===== src/rtl/rxq_pkg.sv =====
package rxq_pkg;

  // Bits in one character frame: start + data + optional parity + stop.
  function automatic int unsigned frame_bits(input logic [1:0] wsel,
                                             input logic par,
                                             input logic two);
    int unsigned d;
    case (wsel)
      2'd1:    d = 7;
      2'd2:    d = 6;
      default: d = 8;
    endcase
    return 1 + d + (par ? 1 : 0) + (two ? 2 : 1);
  endfunction

  // Inactivity window: four character times, in clock cycles.
  function automatic int unsigned timeout_cycles(input int unsigned bitc,
                                                 input logic [1:0] wsel,
                                                 input logic par,
                                                 input logic two);
    return 4 * bitc * frame_bits(wsel, par, two);
  endfunction

  typedef struct packed {
    logic dis;
    logic en;
  } rx_ctl_t;

endpackage


===== src/rtl/rxq_ctrl.sv =====
module rxq_ctrl (
  input  logic       clk,
  input  logic       rst_n,
  input  logic       wr,
  input  logic [2:0] wdata,
  output logic       live,
  output logic       flush,
  output logic [2:0] rdback
);
  import rxq_pkg::*;

  rx_ctl_t ctl_q;

  always_ff @(posedge clk or negedge rst_n) begin
    if (!rst_n) begin
      ctl_q.dis <= 1'b1;
      ctl_q.en  <= 1'b0;
    end else if (wr) begin
      ctl_q.dis <= wdata[2];
      ctl_q.en  <= wdata[1];
    end
  end

  // Disable outranks enable.
  assign live   = ctl_q.en & ~ctl_q.dis;
  // The flush bit acts in its write cycle and is never stored.
  assign flush  = wr & wdata[0];
  assign rdback = {ctl_q.dis, ctl_q.en, 1'b0};

endmodule


===== src/rtl/rxq_store.sv =====
module rxq_store #(
  parameter int DEPTH = 16,
  parameter int DW    = 8,
  localparam int PW   = $clog2(DEPTH),
  localparam int CW   = $clog2(DEPTH + 1)
) (
  input  logic          clk,
  input  logic          rst_n,
  input  logic          flush,
  input  logic          push,
  input  logic [DW-1:0] push_byte,
  input  logic          pop,
  output logic [DW-1:0] head,
  output logic [CW-1:0] level,
  output logic          is_full,
  output logic          is_empty
);
  logic [DW-1:0] mem [DEPTH];
  logic [PW-1:0] wpos;
  logic [PW-1:0] rpos;

  // Read slot sits `level` entries behind the write slot, modulo DEPTH.
  assign rpos     = wpos - PW'(level);
  assign head     = mem[rpos];
  assign is_full  = (level == CW'(DEPTH));
  assign is_empty = (level == '0);

  always_ff @(posedge clk) begin
    if (push) mem[wpos] <= push_byte;
  end

  always_ff @(posedge clk or negedge rst_n) begin
    if (!rst_n) begin
      wpos  <= '0;
      level <= '0;
    end else if (flush) begin
      wpos  <= '0;
      level <= '0;
    end else begin
      if (push) wpos <= wpos + 1'b1;
      case ({push, pop})
        2'b10:   level <= level + 1'b1;
        2'b01:   level <= level - 1'b1;
        default: level <= level;
      endcase
    end
  end

endmodule


===== src/rtl/rxq_timer.sv =====
module rxq_timer #(
  parameter int TW = 18
) (
  input  logic          clk,
  input  logic          rst_n,
  input  logic          flush,
  input  logic          restart,
  input  logic [TW-1:0] span,
  input  logic          run,
  output logic          fire
);
  logic          armed;
  logic [TW-1:0] left;

  always_ff @(posedge clk or negedge rst_n) begin
    if (!rst_n) begin
      armed <= 1'b0;
      left  <= '0;
      fire  <= 1'b0;
    end else begin
      fire <= 1'b0;
      if (flush) begin
        armed <= 1'b0;
      end else if (restart) begin
        armed <= 1'b1;
        left  <= span - 1'b1;
      end else if (armed && run) begin
        if (left == '0) begin
          fire  <= 1'b1;
          armed <= 1'b0;
        end else begin
          left <= left - 1'b1;
        end
      end
    end
  end

endmodule


===== src/rtl/rx_byte_queue.sv =====
module rx_byte_queue #(
  parameter int DEPTH = 16,
  parameter int DW    = 8,
  parameter int BITW  = 12,
  localparam int CW   = $clog2(DEPTH + 1),
  localparam int TW   = BITW + 6
) (
  input  logic            clk,
  input  logic            rst_n,
  input  logic            ctrl_wr,
  input  logic [2:0]      ctrl_wdata,
  output logic [2:0]      ctrl_q,
  input  logic [BITW-1:0] bit_cycles,
  input  logic [1:0]      width_sel,
  input  logic            parity_on,
  input  logic            stop_two,
  input  logic            line_vld,
  input  logic [DW-1:0]   line_byte,
  input  logic            line_brk,
  input  logic            rd_req,
  output logic [DW-1:0]   rd_data,
  output logic [CW-1:0]   count,
  output logic            full,
  output logic            empty,
  output logic            ovr_pulse,
  output logic            tmo_pulse
);
  import rxq_pkg::*;

  logic          live;
  logic          flush;
  logic          offer;
  logic [DW-1:0] offer_byte;
  logic          wr_take;
  logic          rd_take;
  logic          ovr_evt;
  logic [DW-1:0] head;
  logic [TW-1:0] span;

  rxq_ctrl u_ctrl (
    .clk    (clk),
    .rst_n  (rst_n),
    .wr     (ctrl_wr),
    .wdata  (ctrl_wdata),
    .live   (live),
    .flush  (flush),
    .rdback (ctrl_q)
  );

  // A break is stored as a zero byte.
  assign offer      = line_vld | line_brk;
  assign offer_byte = line_brk ? '0 : line_byte;

  // Named events for the checker.
  assign wr_take = live & ~flush & offer & ~full;
  assign rd_take = live & ~flush & rd_req & ~empty;
  assign ovr_evt = live & ~flush & offer & full;

  assign span = TW'(timeout_cycles(32'(bit_cycles), width_sel, parity_on, stop_two));

  rxq_store #(.DEPTH(DEPTH), .DW(DW)) u_store (
    .clk       (clk),
    .rst_n     (rst_n),
    .flush     (flush),
    .push      (wr_take),
    .push_byte (offer_byte),
    .pop       (rd_take),
    .head      (head),
    .level     (count),
    .is_full   (full),
    .is_empty  (empty)
  );

  rxq_timer #(.TW(TW)) u_timer (
    .clk     (clk),
    .rst_n   (rst_n),
    .flush   (flush),
    .restart (wr_take),
    .span    (span),
    .run     (live),
    .fire    (tmo_pulse)
  );

  always_ff @(posedge clk or negedge rst_n) begin
    if (!rst_n) begin
      rd_data   <= '0;
      ovr_pulse <= 1'b0;
    end else begin
      rd_data   <= rd_take ? head : '0;
      ovr_pulse <= ovr_evt;
    end
  end

endmodule


===== config.mk =====
export PLATFORM = sky130hd
export DESIGN_NAME = rx_byte_queue
export DESIGN_NICKNAME = d
export VERILOG_FILES = /design/src/rtl/rxq_pkg.sv /design/src/rtl/rxq_ctrl.sv /design/src/rtl/rxq_store.sv /design/src/rtl/rxq_timer.sv /design/src/rtl/rx_byte_queue.sv
export SDC_FILE = /design/constraint.sdc
export NUM_CORES = 1
export LEC_CHECK = 0
export BUFFER_PORTS_ARGS = -buffer_cell sky130_fd_sc_hd__buf_2
export CELL_PAD_IN_SITES_DETAIL_PLACEMENT = 1
export CELL_PAD_IN_SITES_GLOBAL_PLACEMENT = 1
export CORE_MARGIN = 8
export CORE_UTILIZATION = 40
export DETAILED_ROUTE_END_ITERATION = 6
export GPL_TIMING_DRIVEN = 1
export PLACE_DENSITY = 0.67
export SYNTH_ARGS = -nofsm -noshare
export SYNTH_HDL_FRONTEND = slang
export SYNTH_SLANG_ARGS = --single-unit

===== constraint.sdc =====
create_clock -name clk -period 4.6 [get_ports clk]
set_input_delay 0.46 -clock clk [delete_from_list [all_inputs] [get_ports clk]]
set_output_delay 0.46 -clock clk [all_outputs]
set_load 0.02 [all_outputs]

**Word level (Yosys, flattened, before mapping)**

Memories as Yosys holds them, arrays and structs flattened.
Cells that the tools add are included.

- Register bits after elaboration: 40
- Bits in writable memories: 128
- Output and inout bits: 20
- Word-level logic and storage cells: 71
- Memories kept: 1

Memory list:

| name | words | width | rd ports | clocked after memory_dff | wr ports | RTL line | RTL |
|---|---|---|---|---|---|---|---|
| u_store.mem | 16 | 8 | 1 | 0 | 1 | rxq_store.sv:18 | `logic [DW-1:0] mem [DEPTH];` |

- Add/sub/neg operators: 9
- Multipliers: 1
- Eq/ne operators: 6
- Multiplexer cells: 22
- Bitwise gates (word level): 13
- Reductions and logical operators: 10

Operator list:

| operator | count |
|---|---|
| 2-to-1 mux 18 bit | 3 |
| subtractor 18 x 1 -> 18 bit, second input constant | 2 |
| adder 1 x 32 -> 32 bit, first input constant | 1 |
| adder 32 x 1 -> 32 bit | 1 |
| adder 32 x 2 -> 32 bit | 1 |
| multiplier 12 x 32 -> 16 bit | 1 |
| logical NOT 18 bit | 1 |
| 2-to-1 mux 8 bit | 2 |
| 2-to-1 mux 1 bit | 11 |
| case mux 5 bit (2 select lines) | 1 |
| nonzero test 3 bit | 3 |
| AND 1 bit | 8 |
| 2-to-1 mux 4 bit | 2 |
| case mux 4 bit (2 select lines) | 1 |
| adder 5 x 1 -> 5 bit, second input constant | 1 |
| equality test 5 bit, second input constant | 1 |
| logical NOT 5 bit | 1 |
| 2-to-1 mux 5 bit | 1 |
| subtractor 5 x 1 -> 5 bit, second input constant | 1 |
| adder 4 x 1 -> 4 bit, second input constant | 1 |
| equality test 2 x 1 -> 1 bit, second input constant | 2 |
| equality test 2 bit, second input constant | 2 |
| inverter 1 bit | 4 |
| nonzero test 2 bit | 2 |
| 7 further kinds | 7 |

**Depth between registers and ports, before layout**

- Depth after elaboration: 8
- Depth in mapped cells: 29
- Depth with buffers taken out: 28

**Modules after synthesis**

From an unflattened synthesis, not the netlist that was laid out.

- Cell total of the unflattened synthesis: 846
- Area total of the unflattened synthesis: 10095.9 sq um

Modules (own cells, without submodules):

| module | instances | cells an instance | area an instance (sq um) | seq. area each (sq um) |
|---|---|---|---|---|
| rxq_store | 1 | 349 | 5840.6 | 4068.9 |
| rx_byte_queue | 1 | 302 | 2652.5 | 225.2 |
| rxq_timer | 1 | 187 | 1503.9 | 500.5 |
| rxq_ctrl | 1 | 8 | 98.8 | 51.3 |

**Worst setup path after synthesis**

OpenSTA, ideal clock, no wires.

- Path kind: input to register
- Start point: in width_sel[1]
- End point: reg u_timer.left[15]
- Data arrival time: 6486 ps
- Data required time: 4474 ps
- Path slack: -2012 ps
- Stages on the path: 28
- Cell sequence: inv_1 ha_1 inv_1 ha_1 inv_1 ha_1 a21o_1 a21oi_1 xnor2_1 clkbuf_1 nand2_1 fa_1 inv_1 ha_1 ha_1 inv_1 fa_1 fa_1 inv_1 ha_1 o21ai_0 a21oi_1 or4b_2 nand3_1 nor2_1 and3b_1 xor2_1 a221o_1

- Cells in the longest elaborated chain, start to end: 8
- Elaborated cells between the ends (all ways): 9
- Classes of those cells: add/sub (4); mul (1); eq/ne (2); mux (2)

Ends and longest elaborated chain:

| item | RTL line | RTL |
|---|---|---|
| start, declared | rx_byte_queue.sv:14 | `input logic [1:0] width_sel,` |
| equality test 2 bit or equality test 2 x 1 -> 1 bit (tied branches) | rxq_pkg.sv:8 | `case (wsel)` |
| case mux 4 bit (2 select lines) * | rxq_pkg.sv:8 |  |
| adder 1 x 32 -> 32 bit * | rxq_pkg.sv:13 | `return 1 + d + (par ? 1 : 0) + (two ? 2 : 1);` |
| adder 32 x 1 -> 32 bit * | rxq_pkg.sv:13 |  |
| adder 32 x 2 -> 32 bit * | rxq_pkg.sv:13 |  |
| multiplier 12 x 32 -> 16 bit * | rxq_pkg.sv:21 | `return 4 * bitc * frame_bits(wsel, par, two);` |
| subtractor 18 x 1 -> 18 bit * | rxq_timer.sv:26 | `left <= span - 1'b1;` |
| 2-to-1 mux 18 bit * | rxq_timer.sv:24 | `end else if (restart) begin` |
| end signal, assigned | rxq_timer.sv:26 |  |
| end signal, assigned | rxq_timer.sv:32 | `left <= left - 1'b1;` |
| end, declared | rxq_timer.sv:13 | `logic [TW-1:0] left;` |

Mark *: on every way between the ends. The rest lies on a longest branch, timed or not.
A chain may end at the register's enable or synchronous reset.

**Final worst setup path**

Ends and elaborated chain as after synthesis.

==> flow_summary.json <==
{
  "status": "complete, but fails checks",
  "violations": "negative setup slack",
  "drt_iter0_drc": 278,
  "dp_hpwl_mm": 17.6,
  "synthFlopType": "edfxtp_1",
  "cts_tree": "yes",
  "vdd_drop_max_mv": 0.278,
  "fillers": 2485,
  "clockBufferDepth": 2,
  "yosys.area.top_type": "edfxtp_1",
  "setup_slack_ns": -1.16,
  "path_class": "input port to flop",
  "p_leak_nw": 5.07,
  "hold_violations": 0,
  "syn_avg_cell_area_um2": 12.6,
  "layout_worst_path_cycle_share_pct": 125,
  "cp_top_family": "adder cells",
  "synth_fp_nets": 913,
  "fin_crit_ns": 5.76,
  "drt_pass1_iterations": 4,
  "grt_setup_unrepaired": "yes",
  "numCtsBuffers": 17,
  "syn_area_um2": 9820,
  "grt_usage_pct": 16.8,
  "crit_arrival_ns": 6.06,
  "area_growth_pct": 26.1,
  "yosysSeqAreaShare_pct": 49.3,
  "cap_violations": 0,
  "p_per_area_nw_per_um2": 735,
  "setup_viol_count_final": 11,
  "start_kind": "input port",
  "cp_common_cell": "ha_4",
  "critPathBufInv": 8,
  "cts_htree_levels": 4,
  "required_ns": 4.90,
  "tightest_slew_ns": 1.29,
  "synth_edf_count": 128,
  "root_buffer": "clkbuf_16",
  "vias": 6609,
  "finClkSkew_ns": 0.0243,
  "crit_fanout": 5,
  "path_clk_slew_ns": 0.08,
  "cp-end-kind": "flop",
  "grt_max_degree": 41,
  "fmax_mhz": 174,
  "die_y_um": 173,
  "crit_slowest_cell": "fa_1",
  "grt_pass1_wl_mm": 40.1,
  "maxSlewViolCount": 0,
  "avgRoutedWirePerCell_um": 19.9,
  "fp.coreArea_um2": 24200,
  "ys.warnings.count": 0,
  "pin_count": 53,
  "port_buffers": 51,
  "antenna_cells": 0,
  "synth.area.top_cells": "edfxtp_1 (39%), dfrtp_1 (9.9%), ha_1 (8.9%)",
  "gp_congestion": 0.775,
  "grt-ovfl-total": 0,
  "ys_types": 62,
  "synth_cells": 778,
  "antenna_left": 0,
  "dieArea_um2": 29800,
  "initial_core_util_pct": 40.5,
  "hold_class": "input port to asynchronous set/reset pin",
  "tns_ns": -9.22,
  "finalNetCount": 1049,
  "first_global_vias": 7638,
  "cpPeakStageDelay_ns": 0.50,
  "drt_drc_violations_left": 0,
  "die_x_um": 173,
  "synth.top_cell.area_share_pct": 39.1,
  "antenna_found_initial": 0,
  "synth-seq-cells": 168,
  "cts.sinks": 168,
  "wl_mm": 24.9,
  "ys_async_sr_fraction_pct": 23.8,
  "post-place-ws_ns": -1.63,
  "slew_headroom_pct": 13.6,
  "avgViaCountPerCell": 5.28,
  "rows": 57,
  "layout-drive-gt1-share_pct": 34.1,
  "cts_hold_buf": 0,
  "clk-insertion-delay-late_ns": 0.44
}
[synthesized netlist by cell type (all sizes together) (3+ instances only)]
cell    instances
a31oi           3
a21o            6
or2             4
o21ai          33
a22oi           4
xnor2          20
nand2b          5
dfrtp          39
a21oi          22
fa             32
nor2b          20
xor2           14
a211oi         18
mux2i          10
o32ai           3
a22o            5
nor2           36
edfxtp        128
nand3b          4
or3             5
mux4           32
o31ai           3
and2           41
nand2          43
o21bai          3
nand3          13
buf             9
inv            74
ha             70
nor3           15
nor4           10
clkbuf         21
and3            6
[layout by cell type, fill, tap and decap left out, drive strengths merged, types with 10 or more instances in the layout]
cell and instances:
nor2b 20, ha 70, inv 83, nor4 10, xnor2 20, and2 41
buf 146, nand3 13, fa 32, dfrtp 39, mux4 32, o21ai 33
a21oi 22, a211oi 18, clkbuf 18, mux2i 10, nor2 36, nand2 43
xor2 14, nor3 15, edfxtp 128
[routing by layer]
layer	global-route usage (%)	up-vias	wire, µm
li1	-	3084	-
met1	18.4	3412	10100
met2	32.6	97	14000
met3	2.83	16	585
met4	4.81	0	272
met5	0	-	0
[final cells by class]
cell class	count	area, µm²	area share [%]
clock buffers	17	425	3.44
clock inverters	15	176	1.42
inverters	74	295	2.38
multi-input cells	506	5180	41.8
flip-flops and latches	168	4850	39.1
well taps	324	405	3.27
repair buffers	147	1060	8.56
[per-stage QoR]
step / total power [mW] / instance area, µm² / hold WS, ns / instances / util [%]
2_1_floorplan: 5.10 / 10100 / 0.164 / 778 / -
3_3_place_gp: 6.47 / 11100 / 0.491 / 1196 / 45.9
3_5_place_dp: 6.65 / 11100 / 0.514 / 1196 / 45.9
4_1_cts: 8.83 / 12200 / 0.231 / 1244 / 50.4
5_1_grt: 9.71 / 12400 / 0.273 / 1251 / 51.1
6_report: 9.10 / 12400 / 0.197 / 1251 / 51.1
[power breakdown]
group | leakage [nW] | internal [mW] | switching, mW
combinational | 3.09 | 2.89 | 2.82
clock | 0.298 | 0.780 | 0.662
sequential | 1.67 | 1.78 | 0.162
total | 5.07 | 5.45 | 3.64
[final timing paths]
kind                                         startpoint                      endpoint  slack [ns]  cells past startpoint
setup reg to reg           u_store.level[3]$_DFFE_PN0P_  u_store.level[4]$_DFFE_PN0P_        1.00                     10
min in group clk                                ctrl_wr  u_ctrl.rdback[2]$_DFFE_PN1P_        0.26                      2
hold / removal                                    rst_n   u_timer.left[3]$_DFFE_PN0P_        0.20                      1
setup / recovery                           width_sel[1]  u_timer.left[15]$_DFFE_PN0P_       -1.16                     29
max in group asynchronous                         rst_n  u_ctrl.rdback[1]$_DFFE_PN0P_        3.74                      1
hold reg to reg             u_timer.left[5]$_DFFE_PN0P_   u_timer.left[5]$_DFFE_PN0P_        0.53                      2
[timing repair]
| item | CTS | global route |
|---|---|---|
| pin swaps | 30 | 23 |
| cloned | 2 | 0 |
| gates resized for setup | 81 | 22 |
| buffers inserted | 17 | 10 |
| endpoints found under the setup margin | 11 | 11 |
[registers in the layout, indices dropped and copies added, names as in the netlist]
name / cells
rd_data: 8
ovr_pulse: 1
u_store.level: 5
u_timer.fire: 1
u_store.wpos: 4
u_ctrl.rdback: 2
u_timer.left: 18
u_store.mem: 128
u_timer.armed: 1
[logic make-up (layout without fill, tap and decap cells)]
| logic type | count (synthesis) | count (layout) | synth area share [%] |
|---|---|---|---|
| flip-flops | 168 | 168 | 49.3 |
| adder cells (fa/ha/maj) | 102 | 102 | 15.4 |
| XOR/XNOR | 34 | 34 | 3.03 |
| other | 1 | 1 | 0.0382 |
| AO/OA/AOI/OAI | 115 | 115 | 7.86 |
| buffers and inverters | 104 | 253 | 4.13 |
| AND/OR/NAND/NOR | 211 | 211 | 11.7 |
| multiplexers | 43 | 43 | 8.47 |
Power figures use the tool's default switching activity.
